## src/rtl/rbc_pkg.sv

```systemverilog
package rbc_pkg;

  typedef enum logic [2:0] {
    BK_IDLE = 3'd0,
    BK_WB   = 3'd1,
    BK_PRE  = 3'd2,
    BK_ACT  = 3'd3,
    BK_CAS  = 3'd4
  } bank_state_e;

  // Reset content of one array word, before truncation to the word width.
  function automatic logic [31:0] init_word(input int unsigned r, input int unsigned c);
    logic [31:0] w;
    w = ({24'd0, r[7:0]} << 8) | {24'd0, c[7:0]};
    return w ^ 32'h0000_C300;
  endfunction

endpackage

```

## src/rtl/rbc_cells.sv

```systemverilog
module rbc_cells #(
  parameter int ROWS = 16,
  parameter int COLS = 4,
  parameter int DW   = 16,
  localparam int RBW = $clog2(ROWS),
  localparam int RW  = COLS * DW
) (
  input  logic           clk,
  input  logic           rst_n,
  input  logic [RBW-1:0] rd_row,
  output logic [RW-1:0]  rd_data,
  input  logic           wr_en,
  input  logic [RBW-1:0] wr_row,
  input  logic [RW-1:0]  wr_data,
  input  logic           clr_en,
  input  logic [RBW-1:0] clr_row
);
  logic [RW-1:0] mem [ROWS];

  assign rd_data = mem[rd_row];

  always_ff @(posedge clk) begin
    if (!rst_n) begin
      for (int r = 0; r < ROWS; r++)
        for (int c = 0; c < COLS; c++)
          mem[r][c*DW +: DW] <= DW'(rbc_pkg::init_word(r, c));
    end else begin
      if (wr_en)  mem[wr_row]  <= wr_data;
      if (clr_en) mem[clr_row] <= '0;
    end
  end
endmodule

```

## src/rtl/rbc_match.sv

```systemverilog
module rbc_match #(
  parameter int ENTRIES = 4,
  parameter int RBW     = 4,
  localparam int AW     = (ENTRIES > 1) ? $clog2(ENTRIES) : 1
) (
  input  logic [ENTRIES-1:0]          ent_valid,
  input  logic [ENTRIES-1:0][RBW-1:0] ent_tag,
  input  logic [RBW-1:0]              row,
  output logic [ENTRIES-1:0]          hit_vec,
  output logic                        hit_any,
  output logic [AW-1:0]               hit_way,
  output logic                        free_any,
  output logic [AW-1:0]               free_way
);
  for (genvar i = 0; i < ENTRIES; i++) begin : g_cmp
    assign hit_vec[i] = ent_valid[i] && (ent_tag[i] == row);
  end

  always_comb begin
    hit_way  = '0;
    free_way = '0;
    free_any = 1'b0;
    for (int i = ENTRIES - 1; i >= 0; i--) begin
      if (hit_vec[i]) hit_way = AW'(i);
      if (!ent_valid[i]) begin
        free_way = AW'(i);
        free_any = 1'b1;
      end
    end
  end

  assign hit_any = |hit_vec;
endmodule

```

## src/rtl/rbc_lru.sv

```systemverilog
module rbc_lru #(
  parameter int ENTRIES = 4,
  localparam int AW     = (ENTRIES > 1) ? $clog2(ENTRIES) : 1
) (
  input  logic               clk,
  input  logic               rst_n,
  input  logic               touch,
  input  logic [AW-1:0]      touch_way,
  output logic [AW-1:0]      victim_way,
  output logic [ENTRIES-1:0] oldest_vec
);
  logic [AW-1:0] age [ENTRIES];

  always_ff @(posedge clk) begin
    if (!rst_n) begin
      for (int i = 0; i < ENTRIES; i++) age[i] <= AW'(i);
    end else if (touch) begin
      for (int i = 0; i < ENTRIES; i++) begin
        if (AW'(i) == touch_way)       age[i] <= '0;
        else if (age[i] < age[touch_way]) age[i] <= age[i] + 1'b1;
      end
    end
  end

  for (genvar i = 0; i < ENTRIES; i++) begin : g_old
    assign oldest_vec[i] = (age[i] == AW'(ENTRIES - 1));
  end

  always_comb begin
    victim_way = '0;
    for (int i = 0; i < ENTRIES; i++)
      if (oldest_vec[i]) victim_way = AW'(i);
  end


  single_oldest_chk: assert property (@(posedge clk) disable iff (!rst_n)
    $countones(oldest_vec) == 1);
endmodule

```

## src/rtl/rbc_bank.sv

```systemverilog
module rbc_bank #(
  parameter int ENTRIES     = 4,
  parameter int ROWS        = 16,
  parameter int COLS        = 4,
  parameter int DW          = 16,
  parameter int T_PRE       = 3,
  parameter int T_ACT       = 3,
  parameter int T_CAS       = 3,
  parameter bit DESTRUCTIVE = 1'b0,
  localparam int RBW  = $clog2(ROWS),
  localparam int CLW  = (COLS > 1) ? $clog2(COLS) : 1,
  localparam int RW   = COLS * DW,
  localparam int AW   = (ENTRIES > 1) ? $clog2(ENTRIES) : 1,
  localparam int TMAX = (T_PRE > T_ACT) ? ((T_PRE > T_CAS) ? T_PRE : T_CAS)
                                        : ((T_ACT > T_CAS) ? T_ACT : T_CAS),
  localparam int CW   = $clog2(TMAX + 1)
) (
  input  logic           clk,
  input  logic           rst_n,
  input  logic           req_valid,
  output logic           req_ready,
  input  logic [RBW-1:0] req_row,
  input  logic [CLW-1:0] req_col,
  input  logic           req_we,
  input  logic [DW-1:0]  req_wdata,
  output logic           rsp_valid,
  output logic           rsp_hit,
  output logic [DW-1:0]  rsp_rdata
);
  import rbc_pkg::*;

  bank_state_e state;
  logic [CW-1:0] cnt;

  logic [ENTRIES-1:0]          ent_valid, ent_dirty;
  logic [ENTRIES-1:0][RBW-1:0] ent_tag;
  logic [ENTRIES-1:0][RW-1:0]  ent_data;

  logic [RBW-1:0] r_row;
  logic [CLW-1:0] r_col;
  logic           r_we, r_hit;
  logic [DW-1:0]  r_wd;
  logic [AW-1:0]  r_way;

  logic [ENTRIES-1:0] hit_vec, oldest_vec;
  logic               hit_any, free_any;
  logic [AW-1:0]      hit_way, free_way, lru_way, pick_way;
  logic [RW-1:0]      arr_rd;

  // Named internal events
  logic accept, wb_evt, fill_evt, cas_done, need_wb;

  assign req_ready = (state == BK_IDLE);
  assign accept    = req_valid && req_ready;
  assign pick_way  = hit_any ? hit_way : (free_any ? free_way : lru_way);
  assign need_wb   = ent_valid[pick_way] && (ent_dirty[pick_way] || DESTRUCTIVE);
  assign wb_evt    = (state == BK_WB);
  assign fill_evt  = (state == BK_ACT) && (cnt == '0);
  assign cas_done  = (state == BK_CAS) && (cnt == '0);

  rbc_match #(.ENTRIES(ENTRIES), .RBW(RBW)) u_match (
    .ent_valid(ent_valid), .ent_tag(ent_tag), .row(req_row),
    .hit_vec(hit_vec), .hit_any(hit_any), .hit_way(hit_way),
    .free_any(free_any), .free_way(free_way)
  );

  rbc_lru #(.ENTRIES(ENTRIES)) u_lru (
    .clk(clk), .rst_n(rst_n), .touch(accept), .touch_way(pick_way),
    .victim_way(lru_way), .oldest_vec(oldest_vec)
  );

  rbc_cells #(.ROWS(ROWS), .COLS(COLS), .DW(DW)) u_cells (
    .clk(clk), .rst_n(rst_n), .rd_row(r_row), .rd_data(arr_rd),
    .wr_en(wb_evt), .wr_row(ent_tag[r_way]), .wr_data(ent_data[r_way]),
    .clr_en(fill_evt && DESTRUCTIVE), .clr_row(r_row)
  );

  always_ff @(posedge clk) begin
    if (!rst_n) begin
      state     <= BK_IDLE;
      cnt       <= '0;
      ent_valid <= '0;
      ent_dirty <= '0;
      ent_tag   <= '0;
      ent_data  <= '0;
      r_row <= '0; r_col <= '0; r_we <= 1'b0; r_hit <= 1'b0;
      r_wd  <= '0; r_way <= '0;
      rsp_valid <= 1'b0;
      rsp_hit   <= 1'b0;
      rsp_rdata <= '0;
    end else begin
      rsp_valid <= 1'b0;
      unique case (state)
        BK_IDLE: if (accept) begin
          r_row <= req_row; r_col <= req_col; r_we <= req_we;
          r_wd  <= req_wdata; r_way <= pick_way; r_hit <= hit_any;
          if (hit_any) begin
            state <= BK_CAS; cnt <= CW'(T_CAS - 1);
          end else if (need_wb) begin
            state <= BK_WB;
          end else begin
            state <= BK_PRE; cnt <= CW'(T_PRE - 1);
          end
        end
        BK_WB: begin
          ent_dirty[r_way] <= 1'b0;
          state <= BK_PRE; cnt <= CW'(T_PRE - 1);
        end
        BK_PRE: begin
          if (cnt == '0) begin state <= BK_ACT; cnt <= CW'(T_ACT - 1); end
          else cnt <= cnt - 1'b1;
        end
        BK_ACT: begin
          if (fill_evt) begin
            ent_data[r_way]  <= arr_rd;
            ent_tag[r_way]   <= r_row;
            ent_valid[r_way] <= 1'b1;
            ent_dirty[r_way] <= 1'b0;
            state <= BK_CAS; cnt <= CW'(T_CAS - 1);
          end else cnt <= cnt - 1'b1;
        end
        BK_CAS: begin
          if (cas_done) begin
            if (r_we) begin
              ent_data[r_way][int'(r_col)*DW +: DW] <= r_wd;
              ent_dirty[r_way] <= 1'b1;
              rsp_rdata <= r_wd;
            end else begin
              rsp_rdata <= ent_data[r_way][int'(r_col)*DW +: DW];
            end
            rsp_valid <= 1'b1;
            rsp_hit   <= r_hit;
            state     <= BK_IDLE;
          end else cnt <= cnt - 1'b1;
        end
        default: state <= BK_IDLE;
      endcase
    end
  end


  rsp_pulse_chk: assert property (@(posedge clk) disable iff (!rst_n)
    rsp_valid |=> !rsp_valid);

  one_hit_chk: assert property (@(posedge clk) disable iff (!rst_n)
    $onehot0(hit_vec));

  hit_to_cas_chk: assert property (@(posedge clk) disable iff (!rst_n)
    (accept && hit_any) |=> (state == BK_CAS));

  wb_before_fill_chk: assert property (@(posedge clk) disable iff (!rst_n)
    fill_evt |-> !(ent_valid[r_way] && ent_dirty[r_way]));
endmodule

```

## config.mk

```make
export PLATFORM = sky130hd
export DESIGN_NAME = rbc_bank
export DESIGN_NICKNAME = d
export VERILOG_FILES = /design/src/rtl/rbc_pkg.sv /design/src/rtl/rbc_cells.sv /design/src/rtl/rbc_match.sv /design/src/rtl/rbc_lru.sv /design/src/rtl/rbc_bank.sv
export SDC_FILE = /design/constraint.sdc
export NUM_CORES = 2
export LEC_CHECK = 0
export BUFFER_PORTS_ARGS = -buffer_cell sky130_fd_sc_hd__buf_2
export CORE_UTILIZATION = 57
export CTS_CLUSTER_SIZE = 16
export DETAILED_ROUTE_END_ITERATION = 8
export GPL_ROUTABILITY_DRIVEN = 0
export GPL_TIMING_DRIVEN = 0
export PLACE_DENSITY = 0.76
export SLEW_MARGIN = 15
export SYNTH_ARGS = -nofsm -noshare
export SYNTH_HDL_FRONTEND = slang
export SYNTH_SLANG_ARGS = --single-unit
```

## constraint.sdc

```tcl
create_clock -name clk -period 4.7 [get_ports clk]
set_clock_uncertainty 0.1 [all_clocks]
set_input_delay 1.175 -clock clk [delete_from_list [all_inputs] [get_ports clk]]
set_output_delay 1.175 -clock clk [all_outputs]
set_load 0.01 [all_outputs]
```

# Word level (Yosys, flattened, before mapping)
# Memories as Yosys holds them, arrays and structs flattened. A register that Yosys moved wholly into a read port is not among the register bits.
# Index checks and enable logic that the tools add are counted.
# Widths: inputs -> output; s select.
word_totals:
  output_inout_bits: 19
  memories: 2
  ramBits: 1032
  input_bits: 26
  word_cells: 210
  ff_bits: 329
op_classes:
  add_sub_neg: 6
  shifts: 3
  n_bitwise: 12
  mux: 113
  order_cmp: 7
  n_reduce_logical: 25
  n_eq_ne: 21
memory_table:
  columns: ["name", "depth", "word_bits", "read_ports", "rd_clocked_by_memory_dff", "wr", "line", "source"]
  rows:
  - ["u_cells.mem", 16, 64, 1, 1, 16, "rbc_cells.sv:18", "logic [RW-1:0] mem [ROWS];"]
  - ["u_lru.age", 4, 2, 5, 0, 4, "rbc_lru.sv:12", "logic [AW-1:0] age [ENTRIES];"]
ops:
  columns: ["cell", "n"]
  rows:
  - ["$mux 256", 3]
  - ["$bwmux 256", 2]
  - ["$pmux 256 s2", 1]
  - ["$demux 64 s2", 2]
  - ["$mux 64", 4]
  - ["$bmux 64 s2", 1]
  - ["$reduce_or 64->1", 1]
  - ["$shift 16x33->64 const A", 1]
  - ["$shiftx 16x33->64", 1]
  - ["$shiftx 64x7->16", 1]
  - ["$mux 2", 27]
  - ["$mux 1", 50]
  - ["$neg 6->33", 1]
  - ["$mux 4", 8]
  - ["$bwmux 16", 1]
  - ["$eq 4x4->1", 4]
  - ["$mux 16", 1]
  - ["$reduce_and 4->1", 4]
  - ["$mux 3", 5]
  - ["$pmux 3 s5", 1]
  - ["$pmux 4 s3", 1]
  - ["$ne 2x2->1 const B", 5]
  - ["$pmux 2 s5", 1]
  - ["$logic_and 1x1->1", 9]
  - ["28 further kinds", 52]

# Depth between registers and ports, before layout
# An unclocked memory read counts as a cell.
depth:
  word_depth: 15
  depth_mapped: 11
  mapped_depth_nobuf: 10

# By module
# Synthesis repeated with hierarchy kept, for this count alone.
unflattened:
  cells_unflattened: 6840
  hier_area_um2: 65135.0
by_module_without_submodules:
  columns: ["mod", "cells_each", "seq_area_each_um2", "instances", "area_per_inst_um2"]
  rows:
  - ["rbc_cells", 5445, 20499.7, 1, 49503.7]
  - ["rbc_bank", 1288, 6586.3, 1, 14614.0]
  - ["rbc_lru", 68, 240.2, 1, 733.2]
  - ["rbc_match", 39, 0.0, 1, 284.0]

# Worst setup path after synthesis
# No wires, ideal clock.
synth_timing:
  path_kind: "input -> register"
  start: "input rst_n"
  end: "memory u_cells.mem[1][0] in the netlist's numbering (enable)"
  required_ns: 4.176
  path_buffers: 3
  cell_stages: 9
  setup_time_ns: 0.424
  path_slack_ns: -0.002
  arrival_time_ns: 4.179
  path_cell_list: "clkbuf_1 > nand2_1 > nor3b_1 > nor2b_1 > nor2b_1 > nand2_1 > clkbuf_1 > buf_1 > nand2_1"
synth_rtl:
  columns: ["element", "line", "source"]
  rows:
  - ["start: declaration", "rbc_bank.sv:19", "input logic rst_n,"]
  - ["end: declaration", "rbc_cells.sv:18", null]

==> results.md <==
* Run status: finished with violations
* Failing checks: negative setup slack
* Final wirelength at 221 mm
* DR iter-0 viols at 8290
* Max cap viols at 0
* Clk slew on worst S/H paths at 0.06 ns
* HP Class: register to register
* CTS tree: yes
* GR Util All Layers at 0.411
* Core Box Area at 0.105 mm2
* Post-synth cell types at 63
* Die Y at 328 um
* Switch share at 0.254
* FILL cells at 7405
* Worst skew pair latency at 0.78 ns
* Mapped Cells at 4708
* PortBufs at 39
* Design area at 0.0677 mm2
* Final net count at 4943
* Fin util at 0.643
* Placed cells at 6154
* Kind of critical path: register to register
* Tmin final at 4.84 ns
* Post-synth ARST share at 0
* Overflow after GRT at 0
* Clock share of power at 0.410
* Number of global-route vias before repair at 43900
* Setup WS post-layout at -0.136 ns
* Area share of the largest cell type after synthesis at 0.513
* Ys Warns at 0
* CP max stage delay at 0.75 ns
* Die width at 328 um
* RSZ-0062 raised after global routing: no
* DRT antenna net count at 0
* Leakage Power at 19.3 nW
* Worst Tran Pin Value at 1.44 ns
* Initial core utilization at 0.574
* Vias at 45800
* Depth of the CTS H-tree at 4
* Crit share post-route at 1.03
* Cell with the most instances after synthesis: nor2_1
* Largest net degree at the start of global routing at 42
* IR drop worst, VDD at 0.000360 V
* Area after DPL at 0.0630 mm2
* Combinational power share at 0.099
* CTS Buffer Depth at 3
* Syn nets at 4744
* Sequential Power Share at 0.491
* CTS root buffer: clkbuf_16
* Setup violators final at 103
* Drt pass-1 iters at 9
* Worst setup SP type: register
* Max stage delay cell, worst path: clkbuf_1
* WP data required at 5.07 ns
* Routed len/inst at 34.4 um
* Crit path cell chain: buf_2 > buf_1 > mux4_2 > and2_0 > nand2_1 > clkbuf_1 > nand2_4 > buf_16
* IO Pins at 45
* Endpoint class of the critical path: register
* Slew Limit Fails at 0
* Largest cells by area after synthesis: edfxtp_1 (51%), mux4_2 (13%), dfxtp_1 (11%)
* Final Hold Fails at 0
* Multi-input logic area at 0.0214 mm2
* Crit path DAT at 5.21 ns
* Postcts setup bufs at 0
* Antenna violations before repair at 14
* Largest area contributor in the netlist: edfxtp_1
* Die area at 0.107 mm2
* FF+latch count, synth at 1365
* CTS Hold Buffers Added at 0
* Commonest cells post-synth: nor2_1 (1063), edfxtp_1 (1032), nand2_1 (512), clkbuf_1 (392), mux4_2 (340)
* Avg Cell Area, Syn at 12.8 um2
* Avg Vias per Cell at 7.14
* Sequential area share after synthesis at 0.623
* Int Pwr at 0.0203 W
* Share of post-route cells with drive strength above 1 at 0.155
* Clock buffer count from CTS at 138
* Mapped Area at 0.0605 mm2
* HPWL Detailed at 144 mm
* Post-synth EDFFs at 1032
* Drc violations at 0
* Final Hold Slack at 0.383 ns
* Top_reg_cell synth: edfxtp_1
* Register Area at 0.0377 mm2
* # rows at 119
* # clock sinks at 1365
* Largest fanout on the critical path at 36
* P_sw at 0.00690 W
* Cell area power density at 402 mW/mm2
* Max Fclk at 207 MHz
* Syn-to-layout area delta at 11.9%
* First-pass GRT wire length at 310 mm
* Slew HR at 0.0336
* Cell Count, Final, Fillers Out at 6414
==> placed cells by master (no fill, tap or decap), drive strengths merged, types with 110 or more instances in the layout <==
cell and count:
mux4 340, buf 112, a32oi 128, nand2 515
edfxtp 1032, a22oi 129, nor2 1063, a211oi 259
clkbuf 572, dfxtp 333, o21ai 110
==> worst paths after layout <==
| kind | from | endpoint | slack [ns] | cells after the start |
|---|---|---|---|---|
| hold reg to reg | register | register | 0.38 | 2 |
| setup reg to reg | r_way[1] | u_cells.mem[15][9] | -0.14 | 8 |
| hold / removal | register | register | 0.38 | 2 |
| setup / recovery | r_way[1] | u_cells.mem[15][9] | -0.14 | 8 |
==> area by class of cell <==
type,count,area share
diodes,10,0.000370
plain buffers,450,0.0263
clock buffers,177,0.0555
clock inverters,69,0.00998
inverters,15,0.000832
multi-input cells,2877,0.316
flip-flops and latches,1365,0.556
well taps,1391,0.0257
repair buffers,60,0.00915
==> stage by stage <==
step	TNS [ns]	setup WS, ns	total power [W]
floorplan	0	0.0412	0.0150
global placement	-2859.63	-3.34	0.0160
detailed placement	-750.76	-1.21	0.0161
CTS	0	0.0131	0.0268
global route	0	0.0197	0.0275
finish	-6.09	-0.136	0.0272
==> sequential cells by signal, indices dropped and copies added (netlist names), 2 cells and up, named ones only <==
register     cells
r_row            4
r_way            2
rsp_rdata       16
state            3
u_cells.mem   1024
u_lru.age        8
cnt              2
r_wd            16
r_col            2
ent_tag         16
ent_data       256
ent_valid        4
==> worst max-delay path, delay by kind of cell (launching register included) <==
kind                   cells  cell delay, ns
buffers and inverters      4            2.01
and+or+nand+nor            3            1.41
muxes                      1            0.58
DFF                        1            0.34
==> routing by layer <==
metal	track usage	wire, um	vias to the layer above
li1	-	-	18000
met1	0.471	67200	21900
met2	0.592	93300	4698
met3	0.194	38400	1199
met4	0.317	21200	24
met5	0.0186	458	-
==> kinds of logic after synthesis <==
logic type	after synthesis	share of synthesized area
simple gates	1654	0.106
mux	475	0.150
buf+inv	469	0.0297
compound gates	716	0.0860
xor+xnor	16	0.00232
fa+ha+maj	13	0.00259
flops	1365	0.623
==> power groups by stage <==
stage	sequential (W)	combinational (W)	clock, W
2_1_floorplan	0.0136	0.00144	0
3_3_place_gp	0.0136	0.00238	0
3_5_place_dp	0.0136	0.00247	0
4_1_cts	0.0133	0.00250	0.0110
5_1_grt	0.0134	0.00269	0.0114
6_report	0.0134	0.00270	0.0111
==> timing repair <==
| item | in CTS | in global routing |
|---|---|---|
| setup endpoints to repair | 405 | 208 |
| gates cloned | 3 | 0 |
| resized for setup | 9 | 8 |
| pin swaps | 2 | 0 |
(Power assumes the default switching activity.)
